## config.mk

```make
export PLATFORM = sky130hd
export DESIGN_NAME = shop_unit
export DESIGN_NICKNAME = d
export VERILOG_FILES = /design/src/rtl/shop_pkg.sv /design/src/rtl/shop_bitrev.sv /design/src/rtl/shop_right_stages.sv /design/src/rtl/shop_carry_pick.sv /design/src/rtl/shop_unit.sv
export SDC_FILE = /design/constraint.sdc
export NUM_CORES = 1
export LEC_CHECK = 0
export ABC_AREA = 0
export BUFFER_PORTS_ARGS = -buffer_cell sky130_fd_sc_hd__buf_2
export CORE_AREA = 3 3 101 103
export DETAILED_ROUTE_END_ITERATION = 8
export DIE_AREA = 0 0 104 106
export MAX_ROUTING_LAYER = met4
export PLACE_DENSITY = 0.71
export SLEW_MARGIN = 30
export SYNTH_ARGS = -nofsm -noshare
export SYNTH_HDL_FRONTEND = slang
export SYNTH_HIERARCHICAL = 1
export SYNTH_SLANG_ARGS = --single-unit
```

## constraint.sdc

```tcl
create_clock -name vclk -period 4.6
set_input_delay 0.92 -clock vclk [all_inputs]
set_output_delay 0.92 -clock vclk [all_outputs]
set_load 0.02 [all_outputs]
```

## src/rtl/shop_pkg.sv

```systemverilog
package shop_pkg;

    typedef enum logic [1:0] {
        SH_LSL = 2'b00,
        SH_LSR = 2'b01,
        SH_ASR = 2'b10,
        SH_ROR = 2'b11
    } shift_kind_e;

    typedef enum logic [1:0] {
        FILL_ZERO = 2'b00,
        FILL_SIGN = 2'b01,
        FILL_WRAP = 2'b10
    } fill_e;

endpackage

```

## src/rtl/shop_bitrev.sv

```systemverilog
module shop_bitrev #(
    parameter int W = 32
) (
    input  logic [W-1:0] din_i,
    output logic [W-1:0] dout_o
);

    for (genvar i = 0; i < W; i++) begin : g_rev
        assign dout_o[i] = din_i[W-1-i];
    end

endmodule

```

## src/rtl/shop_right_stages.sv

```systemverilog
module shop_right_stages
    import shop_pkg::*;
#(
    parameter int W  = 32,
    parameter int AW = $clog2(W)
) (
    input  logic [W-1:0]  data_i,
    input  logic [AW-1:0] amt_i,
    input  fill_e         fill_i,
    input  logic          sign_i,
    output logic [W-1:0]  data_o
);

    logic [W-1:0] stg [AW+1];

    assign stg[0] = data_i;

    // Log-depth stages: stage s moves right by 2**s when amt_i[s] is set.
    for (genvar s = 0; s < AW; s++) begin : g_stage
        localparam int K = 1 << s;
        logic [K-1:0] top;
        logic [W-1:0] moved;

        always_comb begin
            unique case (fill_i)
                FILL_WRAP: top = stg[s][K-1:0];
                FILL_SIGN: top = {K{sign_i}};
                default:   top = '0;
            endcase
        end

        assign moved      = {top, stg[s][W-1:K]};
        assign stg[s+1]   = amt_i[s] ? moved : stg[s];
    end

    assign data_o = stg[AW];

endmodule

```

## src/rtl/shop_carry_pick.sv

```systemverilog
module shop_carry_pick #(
    parameter int W  = 32,
    parameter int AW = $clog2(W)
) (
    input  logic [W-1:0]  data_i,
    input  logic [AW-1:0] amt_i,
    input  logic          cin_i,
    output logic          cout_o
);

    logic [AW-1:0] idx;

    // Last bit out of a right move by amt is bit amt-1 of its input.
    assign idx    = amt_i - AW'(1);
    assign cout_o = (amt_i == '0) ? cin_i : data_i[idx];

endmodule

```

## src/rtl/shop_unit.sv

```systemverilog
module shop_unit
    import shop_pkg::*;
#(
    parameter int W = 32,
    localparam int AW = $clog2(W)
) (
    input  logic [W-1:0]  opnd_i,
    input  logic [1:0]    kind_i,
    input  logic [AW-1:0] amt_i,
    input  logic          ext_i,
    input  logic          cin_i,
    output logic [W-1:0]  res_o,
    output logic          cout_o
);

    shift_kind_e kind;
    fill_e       fill;
    logic        is_left;
    logic [W-1:0] opnd_rev, pre, raw, raw_rev, shifted;
    logic         move_cout;

    assign kind    = shift_kind_e'(kind_i);
    assign is_left = (kind == SH_LSL);

    // A left shift is a right shift of the bit-reversed operand.
    shop_bitrev #(.W(W)) u_rev_in (
        .din_i  (opnd_i),
        .dout_o (opnd_rev)
    );

    assign pre = is_left ? opnd_rev : opnd_i;

    always_comb begin
        unique case (kind)
            SH_ASR:  fill = FILL_SIGN;
            SH_ROR:  fill = FILL_WRAP;
            default: fill = FILL_ZERO;
        endcase
    end

    shop_right_stages #(.W(W), .AW(AW)) u_stages (
        .data_i (pre),
        .amt_i  (amt_i),
        .fill_i (fill),
        .sign_i (opnd_i[W-1]),
        .data_o (raw)
    );

    shop_bitrev #(.W(W)) u_rev_out (
        .din_i  (raw),
        .dout_o (raw_rev)
    );

    assign shifted = is_left ? raw_rev : raw;

    shop_carry_pick #(.W(W), .AW(AW)) u_carry (
        .data_i (pre),
        .amt_i  (amt_i),
        .cin_i  (cin_i),
        .cout_o (move_cout)
    );

    // One-bit rotate through carry overrides kind and amount.
    assign res_o  = ext_i ? {cin_i, opnd_i[W-1:1]} : shifted;
    assign cout_o = ext_i ? opnd_i[0] : move_cout;

endmodule

```

======== After elaboration in Yosys (flattened, before gate mapping) ========
Cells that the tools add are included.
word-level totals
  output and inout bits ................... 33
  logic and storage cells ................. 26
  input port bits ......................... 41
  register bits after elaboration ......... 0
cells by class
  $lt $le $gt $ge ......................... 1
  add/subtract/negate cells ............... 1
  equal/unequal tests ..................... 4
  reduce and logical (&&, ||, !) cells .... 2
  muxes and demuxes ....................... 18
operators with widths
  cell                                                                   count
  32-bit two-way mux                                                     8
  16-bit case mux with 2 select lines                                    1
  8-bit case mux with 2 select lines                                     1
  2-bit case mux with 2 select lines                                     2
  4-bit case mux with 2 select lines                                     1
  2-bit == test (second input constant)                                  3
  5-bit by 6-bit < comparator with 1-bit output (second input constant)  1
  1-bit binary-select mux with 5-bit select                              1
  5-bit zero test                                                        1
  5-bit by 1-bit subtractor with 5-bit output (second input constant)    1
  1-bit two-way mux                                                      3
  2-bit by 1-bit == test with 1-bit output (second input constant)       1
  2-bit zero test                                                        1
  1-bit case mux with 2 select lines                                     1

======== Logic depth before layout (Yosys ltp) ========
Gate-level depths: netlist (run 1).
  depth after elaboration ................. 15
  depth in mapped cells ................... 13
  mapped depth without buffers ............ 10

======== By module ========
The synthesis (run 1) kept the hierarchy.
modules (own cells, without submodules)
  module             cells an instance  area each (µm²)  times used  seq. area each (µm²)
  shop_right_stages  285                2466.1           1           0.0
  shop_unit          186                1342.5           1           0.0
  shop_bitrev        32                 240.2            2           0.0
  shop_carry_pick    26                 374.1            1           0.0

======== Worst setup path before layout (run 1) ========
Ideal clock, no wire load.
  path type ............................... input-to-output
  from .................................... in kind_i[1]
  to ...................................... out res_o[1]
  required time ........................... 3.680 ns
  cell stages on the path ................. 10
  path slack .............................. 0.138 ns
  buffers on the path ..................... 1
  data arrival time ....................... 3.542 ns
  cell sequence ........................... clkbuf_2 nor2b_1 inv_1 ha_1 o311ai_0 a31oi_1 mux2_2 o21ai_0 inv_1 o311ai_0
between the ends
  word-level cells in the longest chain between the ends .. 11
  elaborated cells between the ends (all ways) .. 19
  classes of those cells .................. 4 x eq/ne; 14 x mux; 1 x reduce/logical
RTL lines
  element                                                                           RTL line                 text
  start: declaration                                                                shop_unit.sv:8           input logic [1:0] kind_i,
  2-bit == test                                                                     shop_unit.sv:34          unique case (kind)
  2-bit case mux with 2 select lines (*)                                            shop_unit.sv:34
  via fill[0]                                                                       shop_unit.sv:17          fill_e fill;
  2-bit by 1-bit == test with 1-bit output / 2-bit == test (equally long branches)  shop_right_stages.sv:25  unique case (fill_i)
  1-bit case mux with 2 select lines (*)                                            shop_right_stages.sv:25
  32-bit two-way mux (*) (5 in series)                                              shop_right_stages.sv:33  assign stg[s+1] = amt_i[s] ? moved : stg[s];
  via raw[1]                                                                        shop_unit.sv:19          logic [W-1:0] opnd_rev, pre, raw, raw_rev, shifted;
  32-bit two-way mux (*)                                                            shop_unit.sv:54          assign shifted = is_left ? raw_rev : raw;
  32-bit two-way mux (*)                                                            shop_unit.sv:64          assign res_o = ext_i ? {cin_i, opnd_i[W-1:1]} : shifted;
  end: declaration                                                                  shop_unit.sv:12          output logic [W-1:0] res_o,
Mark *: on every way through the listed nets, which the timed path passes. The rest lies on a longest branch.

======== Worst setup path in the final report (run 1) ========
  from .................................... in kind_i[1]
  to ...................................... out res_o[1]
between the ends
  elaborated cells between the ends (all ways) .. 19
  classes of those cells .................. 4 x eq/ne; 14 x mux; 1 x reduce/logical
RTL lines
  element                           RTL line                 text
  2-bit zero test                   shop_unit.sv:23          assign is_left = (kind == SH_LSL);
  32-bit two-way mux                shop_unit.sv:31          assign pre = is_left ? opnd_rev : opnd_i;
  via pre[30]                       shop_unit.sv:19
  32-bit two-way mux (5 in series)  shop_right_stages.sv:33
  via raw[30]                       shop_unit.sv:19
  32-bit two-way mux                shop_unit.sv:54
  32-bit two-way mux                shop_unit.sv:64
The timed path passes the listed nets, and every way through them passes these cells.

==> results of run 1 <==
==> what timing repair did <==
item	CTS	global route
resized for setup	64	116
hold endpoints to repair	0	0
cloned	3	1
pin swaps	2	22
buffers inserted	7	15
endpoints found under the setup margin	19	33
==> area by class of cell <==
| type | instances | share of cell area |
|---|---|---|
| well taps | 129 | 0.02663 |
| inverters | 43 | 0.02663 |
| multi-input cells | 401 | 0.7025 |
| repair buffers | 193 | 0.2442 |
==> metal layers <==
metal	global-route usage	vias up	wire (µm)
met5	-	-	0
met4	0.09497	0	845
met3	0.03643	63	1779
met2	0.4954	374	8281
met1	0.4137	2468	7264
li1	-	2236	-
==> power by group <==
group	switching (W)	total, W	internal, W
clock network	0	0	0
registers	0	0	0
logic	0.000479	0.000916	0.000437
total	0.000479	0.000916	0.000437
==> critical path, delay by kind of cell <==
kind	cells	cell delay (ps)
and+or+nand+nor	2	420
buffers and inverters	5	650
AOI/OAI and AO/OA	4	820
muxes	3	890
==> placed cells by master, fill, tap and decap left out, types with 5 or more instances in the layout <==
cell	count
a21oi_1	6
a21oi_2	6
buf_12	5
buf_2	62
buf_4	103
buf_6	17
inv_1	40
mux2_2	9
mux2_4	41
mux2i_1	25
mux2i_2	9
mux4_1	10
mux4_2	30
nand2_1	64
nand2b_1	5
nand3_1	7
nor2_1	15
nor2b_1	5
nor3_1	5
o21ai_0	9
o21ai_1	6
o22ai_1	7
o311ai_1	26
or4b_1	26
or4b_4	6
==> cell usage after synthesis, types with 3 or more instances <==
cell type | number | area share
a211oi_1 | 9 | 0.014
a21oi_1 | 13 | 0.014
a22oi_1 | 4 | 0.0064
and2_1 | 5 | 0.0067
buf_2 | 10 | 0.011
buf_4 | 68 | 0.11
buf_6 | 7 | 0.017
clkbuf_1 | 23 | 0.019
clkbuf_2 | 3 | 0.0032
clkbuf_8 | 4 | 0.012
ha_1 | 3 | 0.0081
inv_1 | 43 | 0.035
mux2_2 | 45 | 0.11
mux2_4 | 3 | 0.0097
mux2i_1 | 36 | 0.077
mux4_1 | 14 | 0.079
mux4_2 | 26 | 0.13
nand2_1 | 67 | 0.054
nand2b_1 | 6 | 0.0081
nand3_1 | 8 | 0.0086
nor2_1 | 16 | 0.013
nor2b_1 | 6 | 0.0081
nor3_1 | 5 | 0.0054
o21a_1 | 4 | 0.0064
o21ai_0 | 18 | 0.019
o22ai_1 | 10 | 0.013
o311ai_0 | 6 | 0.011
o311ai_1 | 28 | 0.053
or4b_1 | 32 | 0.069
==> per-stage QoR <==
stage,utilization,worst slack [ps]
final,0.6528,-39.91
after global routing,0.6528,-91.99
after CTS,0.5982,-23.22
after detailed placement,0.5589,-364.2
after global placement,0.5589,-374.0
after floorplan,-,137.7
==> logic make-up after synthesis <==
family	synth area share
AO/OA/AOI/OAI	0.1849
XOR/XNOR	0.005368
adder cells (fa/ha/maj)	0.008050
buffers and inverters	0.2104
multiplexers	0.4049
AND/OR/NAND/NOR	0.1865
==> final timing paths <==
path       start   endpoint  slack, ps  cells after the start
min   opnd_i[23]  res_o[22]       2230                      4
max    kind_i[1]   res_o[1]        -40                     14
==> impl_results.md, run 1 <==
- Final Max Slew Viols: 0
- Tightest Hold Check Type: in2out
- Largest net degree at the start of global routing: 70
- CP endpoint kind: primary output
- Core footprint: 0.009284 mm²
- Dpl cells: 747
- Failing checks: setup timing
- CTS Hold Bufs: 0
- Die Span X: 104 µm
- CLK BUF: 0
- Final worst-path cycle share: 1.009
- Vias in the first global route: 4792
- Initial antenna violation count: 0
- Area post-placement: 0.005189 mm²
- Storage element area: 0 µm²
- Leakage: 2.650 nW
- Final wirelength: 18.17 mm
- Unrepaired setup endpoints after global routing: true
- Routed vias/inst: 6.711
- Starting Density: 0.5023
- Final Hold Fails: 0
- Critical Path AT: 3720 ps
- Highest ir drop seen on vdd: 0.00008485 V
- Synth warnings: 6
- Setup ws final: -39.91 ps
- Ant diodes: 0
- Pwr dens: 151.1 mW/mm²
- Area growth from synthesis to layout: 29.97%
- Worst-path cell chain: buf_8, nor2_4, buf_12, buf_8, mux2_4, mux2_4, mux2_4, o21a_1, buf_6, o31ai_4, o2111ai_4, or4b_4, o311ai_4, buf_6
- Avg Cell Area, Syn: 8.312 µm²
- Mapped Cells: 561
- Synth Net Count: 605
- Worst slew margin: 0.5429
- Share of cells above drive strength 1: 0.5447
- Die area: 0.01102 mm²
- Cell area after layout: 0.006061 mm²
- Multi-input gate area: 0.004258 mm²
- Max-cap violation count: 0
- Routed Antenna Nets: 0
- Fin Setup TNS: -78.46 ps
- DR DRC count: 0
- Number of sequential cells: 0
- Total power: 0.0009158 W
- Nets: 683
- Crit path largest cell delay: 340 ps
- Sequential area share after synthesis: 0
- Global-route wire length before repair: 26.84 mm
- I/O Buffers: 74
- Routability congestion estimate: 1.089
- Die H: 106 µm
- DR WL/cell: 23.72 µm
- Worst slew pin tran: 678.6 ps
- Fillers: 735
- Startpoint types: input pin
- Synthesized cell area: 0.004663 mm²
- Total grt overflow: 0
- Minimum clock period: 4640 ps
- Max frequency: 0.2155 GHz
- Detailed Place HPWL: 13.45 mm
- Setup-failing EPs final: 4
- Drt pass-1 iters: 5
- Worst hold margin: 2228 ps
- DR vias: 5141
- CP max-delay cell: mux2_4
- Status: complete, but fails checks
- FP Rows: 35
- Crit Path Class: in2out
- CP max FO: 6
- Synth cell types: 59
- Initial DRC count: 599
- Final Non-Filler Cells: 766
- Tot GR Track Use: 0.3097
- Critical path data required time: 3680 ps
- CP most frequent cell: mux2_4
- Io pins: 74
Note: power is estimated with default switching activity, not from simulation.
==> run 2: changes to the inputs <==
--- a/config.mk
+++ b/config.mk
@@ -5,13 +5,12 @@
 export SDC_FILE = /design/constraint.sdc
 export NUM_CORES = 1
 export LEC_CHECK = 0
-export ABC_AREA = 0
+export ABC_AREA = 1
 export BUFFER_PORTS_ARGS = -buffer_cell sky130_fd_sc_hd__buf_2
-export CORE_AREA = 3 3 101 103
+export CORE_AREA = 3 3 103 105
 export DETAILED_ROUTE_END_ITERATION = 8
-export DIE_AREA = 0 0 104 106
-export MAX_ROUTING_LAYER = met4
-export PLACE_DENSITY = 0.71
+export DIE_AREA = 0 0 106 108
+export PLACE_DENSITY = 0.7
 export SLEW_MARGIN = 30
 export SYNTH_ARGS = -nofsm -noshare
 export SYNTH_HDL_FRONTEND = slang
==> impl_results.md, run 2 <==
- Sequential area share after synthesis: 0 (unchanged)
- Initial DRC count: 812 (was 599)
- Io pins: 74 (unchanged)
- Fin Setup TNS: 0 ps (was -78.46 ps)
- Area share of the largest cell type after synthesis: 0.3826 (was 0.1256)
- Dpl cells: 1131 (was 747)
- Int Pwr: 0.0001928 W (was 0.0004370 W)
- Routability congestion estimate: 1.078 (was 1.089)
- Pwr dens: 139.1 mW/mm² (was 151.1 mW/mm²)
- Die area: 0.01145 mm² (was 0.01102 mm²)
- CTS resizes: 0 (was 64)
- Count leader, synth: nand2_1 (was buf_4)
- CP endpoint kind: primary output (unchanged)
- Detailed Place HPWL: 14.80 mm (was 13.45 mm)
- Number of sequential cells: 0 (unchanged)
- Leading area contributor after synthesis: nand2_1 (was mux4_2)
- Setup-failing EPs final: 0 (was 4)
- Worst-path cell chain: buf_2, inv_2, nand2_4, nand2_1, nand2_1, inv_1, nand2_1, nand3_1, nand2_1, nand2_1, nand2_1, nand2_1, nand2_1, nand2_1, nand2_1, nand2_1, nand2_1, inv_1, nand2_1, nand3_1, nand2_1, buf_2 (was buf_8, nor2_4, buf_12, buf_8, mux2_4, mux2_4, mux2_4, o21a_1, buf_6, o31ai_4, o2111ai_4, or4b_4, o311ai_4, buf_6)
- CP max FO: 45 (was 6)
- Initial antenna violation count: 0 (unchanged)
- Tightest Hold Check Type: in2out (unchanged)
- Fillers: 1153 (was 735)
- CLK BUF: 0 (unchanged)
- Ant diodes: 0 (unchanged)
- Highest-count cells in the layout ignoring fill and taps: 490 x nand2_1, 257 x nand3_1, 96 x inv_1 (was 103 x buf_4, 64 x nand2_1, 62 x buf_2)
- DR vias: 6227 (was 5141)
- Routed vias/inst: 5.506 (was 6.711)
- Die Span X: 106 µm (was 104 µm)
- Max-cap violation count: 0 (unchanged)
- Critical path data required time: 3680 ps (about the same)
- DR WL/cell: 16.66 µm (was 23.72 µm)
- Die H: 108 µm (was 106 µm)
- Multi-input gate area: 0.003507 mm² (was 0.004258 mm²)
- Final Max Slew Viols: 0 (unchanged)
- Storage element area: 0 µm² (unchanged)
- Global-route wire length before repair: 29.08 mm (was 26.84 mm)
- Vias in the first global route: 5443 (was 4792)
- Final Non-Filler Cells: 1131 (was 766)
- Status: finished, final reports clean (was complete, but fails checks)
- Startpoint types: input pin (unchanged)
- Worst slew pin tran: 914.9 ps (was 678.6 ps)
- CTS Hold Bufs: 0 (unchanged)
- Synth warnings: 6 (unchanged)
- Area post-placement: 0.004618 mm² (was 0.005189 mm²)
- Nets: 1044 (was 683)
- Avg Cell Area, Syn: 4.676 µm² (was 8.312 µm²)
- Tot GR Track Use: 0.3209 (was 0.3097)
- Area growth from synthesis to layout: -3.930% (was 29.97%)
- Hold path depth: 4 (unchanged)
- FP Rows: 36 (was 35)
- Max frequency: 0.2394 GHz (was 0.2155 GHz)
- CP max-delay cell: nand2_4 (was mux2_4)
- Buf/Inv on CP: 5 (unchanged)
- Part of the power in registers: 0 (about the same)
- Switch share: 0.6998 (was 0.5228)
- Share of cells above drive strength 1: 0.1343 (was 0.5447)
- Highest ir drop seen on vdd: 0.00005665 V (was 0.00008485 V)
- Unrepaired setup endpoints after global routing: false (was true)
- Routed Antenna Nets: 0 (unchanged)
- Final Hold Fails: 0 (unchanged)
- Cell area after layout: 0.004618 mm² (was 0.006061 mm²)
- Worst slew margin: 0.3863 (was 0.5429)
- Critical Path AT: 3260 ps (was 3720 ps)
- Post-synth top cells: 490 x nand2_1, 257 x nand3_1, 97 x inv_1 (was 68 x buf_4, 67 x nand2_1, 45 x mux2_2)
- Synth Net Count: 1072 (was 605)
- Final wirelength: 18.84 mm (was 18.17 mm)
- Leakage: 2.977 nW (was 2.650 nW)
- Synth cell types: 28 (was 59)
- Minimum clock period: 4177 ps (was 4640 ps)
- Core footprint: 0.009729 mm² (was 0.009284 mm²)
- Ranking of synthesized cells by area: nand2_1 38%, nand3_1 27%, buf_4 12% (was mux4_2 13%, buf_4 11%, mux2_2 11%)
- Drt pass-1 iters: 6 (was 5)
- Largest net degree at the start of global routing: 48 (was 70)
- Net Sw Power: 0.0004496 W (was 0.0004788 W)
- Post-CTS Setup Bufs: 0 (was 7)
- Clk pwr share: 0 (about the same)
- Synthesized cell area: 0.004807 mm² (was 0.004663 mm²)
- Crit Path Class: in2out (unchanged)
- Hold path start: opnd_i[23] (unchanged)
- Commonest non-fill, non-tap cell in the layout: nand2_1 (was buf_4)
- CP most frequent cell: nand2_1 (was mux2_4)
- WHS Endpoint: res_o[22] (unchanged)
- Crit path largest cell delay: 370 ps (was 340 ps)
- Total grt overflow: 0 (unchanged)
- CP delay by family, top: simple AND/OR/NAND/NOR gates (was multiplexers)
- Final worst-path cycle share: 0.9080 (was 1.009)
- I/O Buffers: 74 (unchanged)
- Starting Density: 0.4941 (was 0.5023)
- DR DRC count: 0 (unchanged)
- Mapped Cells: 1028 (was 561)
- Logic pwr share: 1.000 (about the same)
## run 2: cell count changes after synthesis, sizes merged, moves of 10 or more
cell / delta
mux2i: -36
or4b: -32
o21ai: -15
nand2: +446
a21oi: -13
mux2: -50
buf: +30
o22ai: -10
mux4: -40
o311ai: -34
inv: +60
clkbuf: -23
nand3: +257
## run 2: logic make-up after synthesis
logic type / Yosys count / synth area share
AND/OR/NAND/NOR: 792 / 0.7134
buffers and inverters: 227 / 0.2704
AO/OA/AOI/OAI: 4 / 0.004685
adder cells (fa/ha/maj): 3 / 0.007809
XOR/XNOR: 2 / 0.003645
## run 2: worst max path at each step
stage / startpoint / to / slack (ps) / depth (start not counted)
finish: kind_i[0] / res_o[31] / 420 / 22
global route: kind_i[0] / res_o[31] / 130 / 22
CTS: kind_i[0] / res_o[31] / 520 / 22
detailed placement: kind_i[0] / res_o[31] / 520 / 22
global placement: kind_i[0] / res_o[31] / 540 / 22
floorplan: kind_i[1] / res_o[17] / 1070 / 20
## run 2: through the flow
step                        util  hold slack [ps]  setup slack [ps]  power [W]
after global placement    0.4747             2202             544.6  0.0006250
after CTS                 0.4747             2199             517.1  0.0006273
after detailed placement  0.4747             2198             518.8  0.0006250
after global routing      0.4747             2238             131.8  0.0007094
after floorplan                -             2006              1066  0.0005131
final                     0.4747             2201             423.0  0.0006424
## run 2: final cells by class
| cell class | instances | area share |
|---|---|---|
| repair buffers | 94 | 0.1181 |
| multi-input cells | 801 | 0.7594 |
| well taps | 133 | 0.03603 |
| inverters | 103 | 0.08643 |
## run 2: layer usage
metal  part of all wire  vias up  routed length, µm  GRT usage
met4              0.067        0               1254     0.1832
met2               0.42      382               7944     0.5036
met5                  0        -                  0          0
met3               0.11       72               2106    0.05194
li1                   -     3084                  -          -
met1               0.40     2689               7534     0.4178
## run 2: power groups by stage
| stage | sequential, W | combinational [W] | clock, W |
|---|---|---|---|
| 3_3_place_gp | 0 | 0.000625 | 0 |
| 3_5_place_dp | 0 | 0.000625 | 0 |
| 4_1_cts | 0 | 0.000627 | 0 |
| 6_report | 0 | 0.000642 | 0 |
| 5_1_grt | 0 | 0.000709 | 0 |
| 2_1_floorplan | 0 | 0.000513 | 0 |
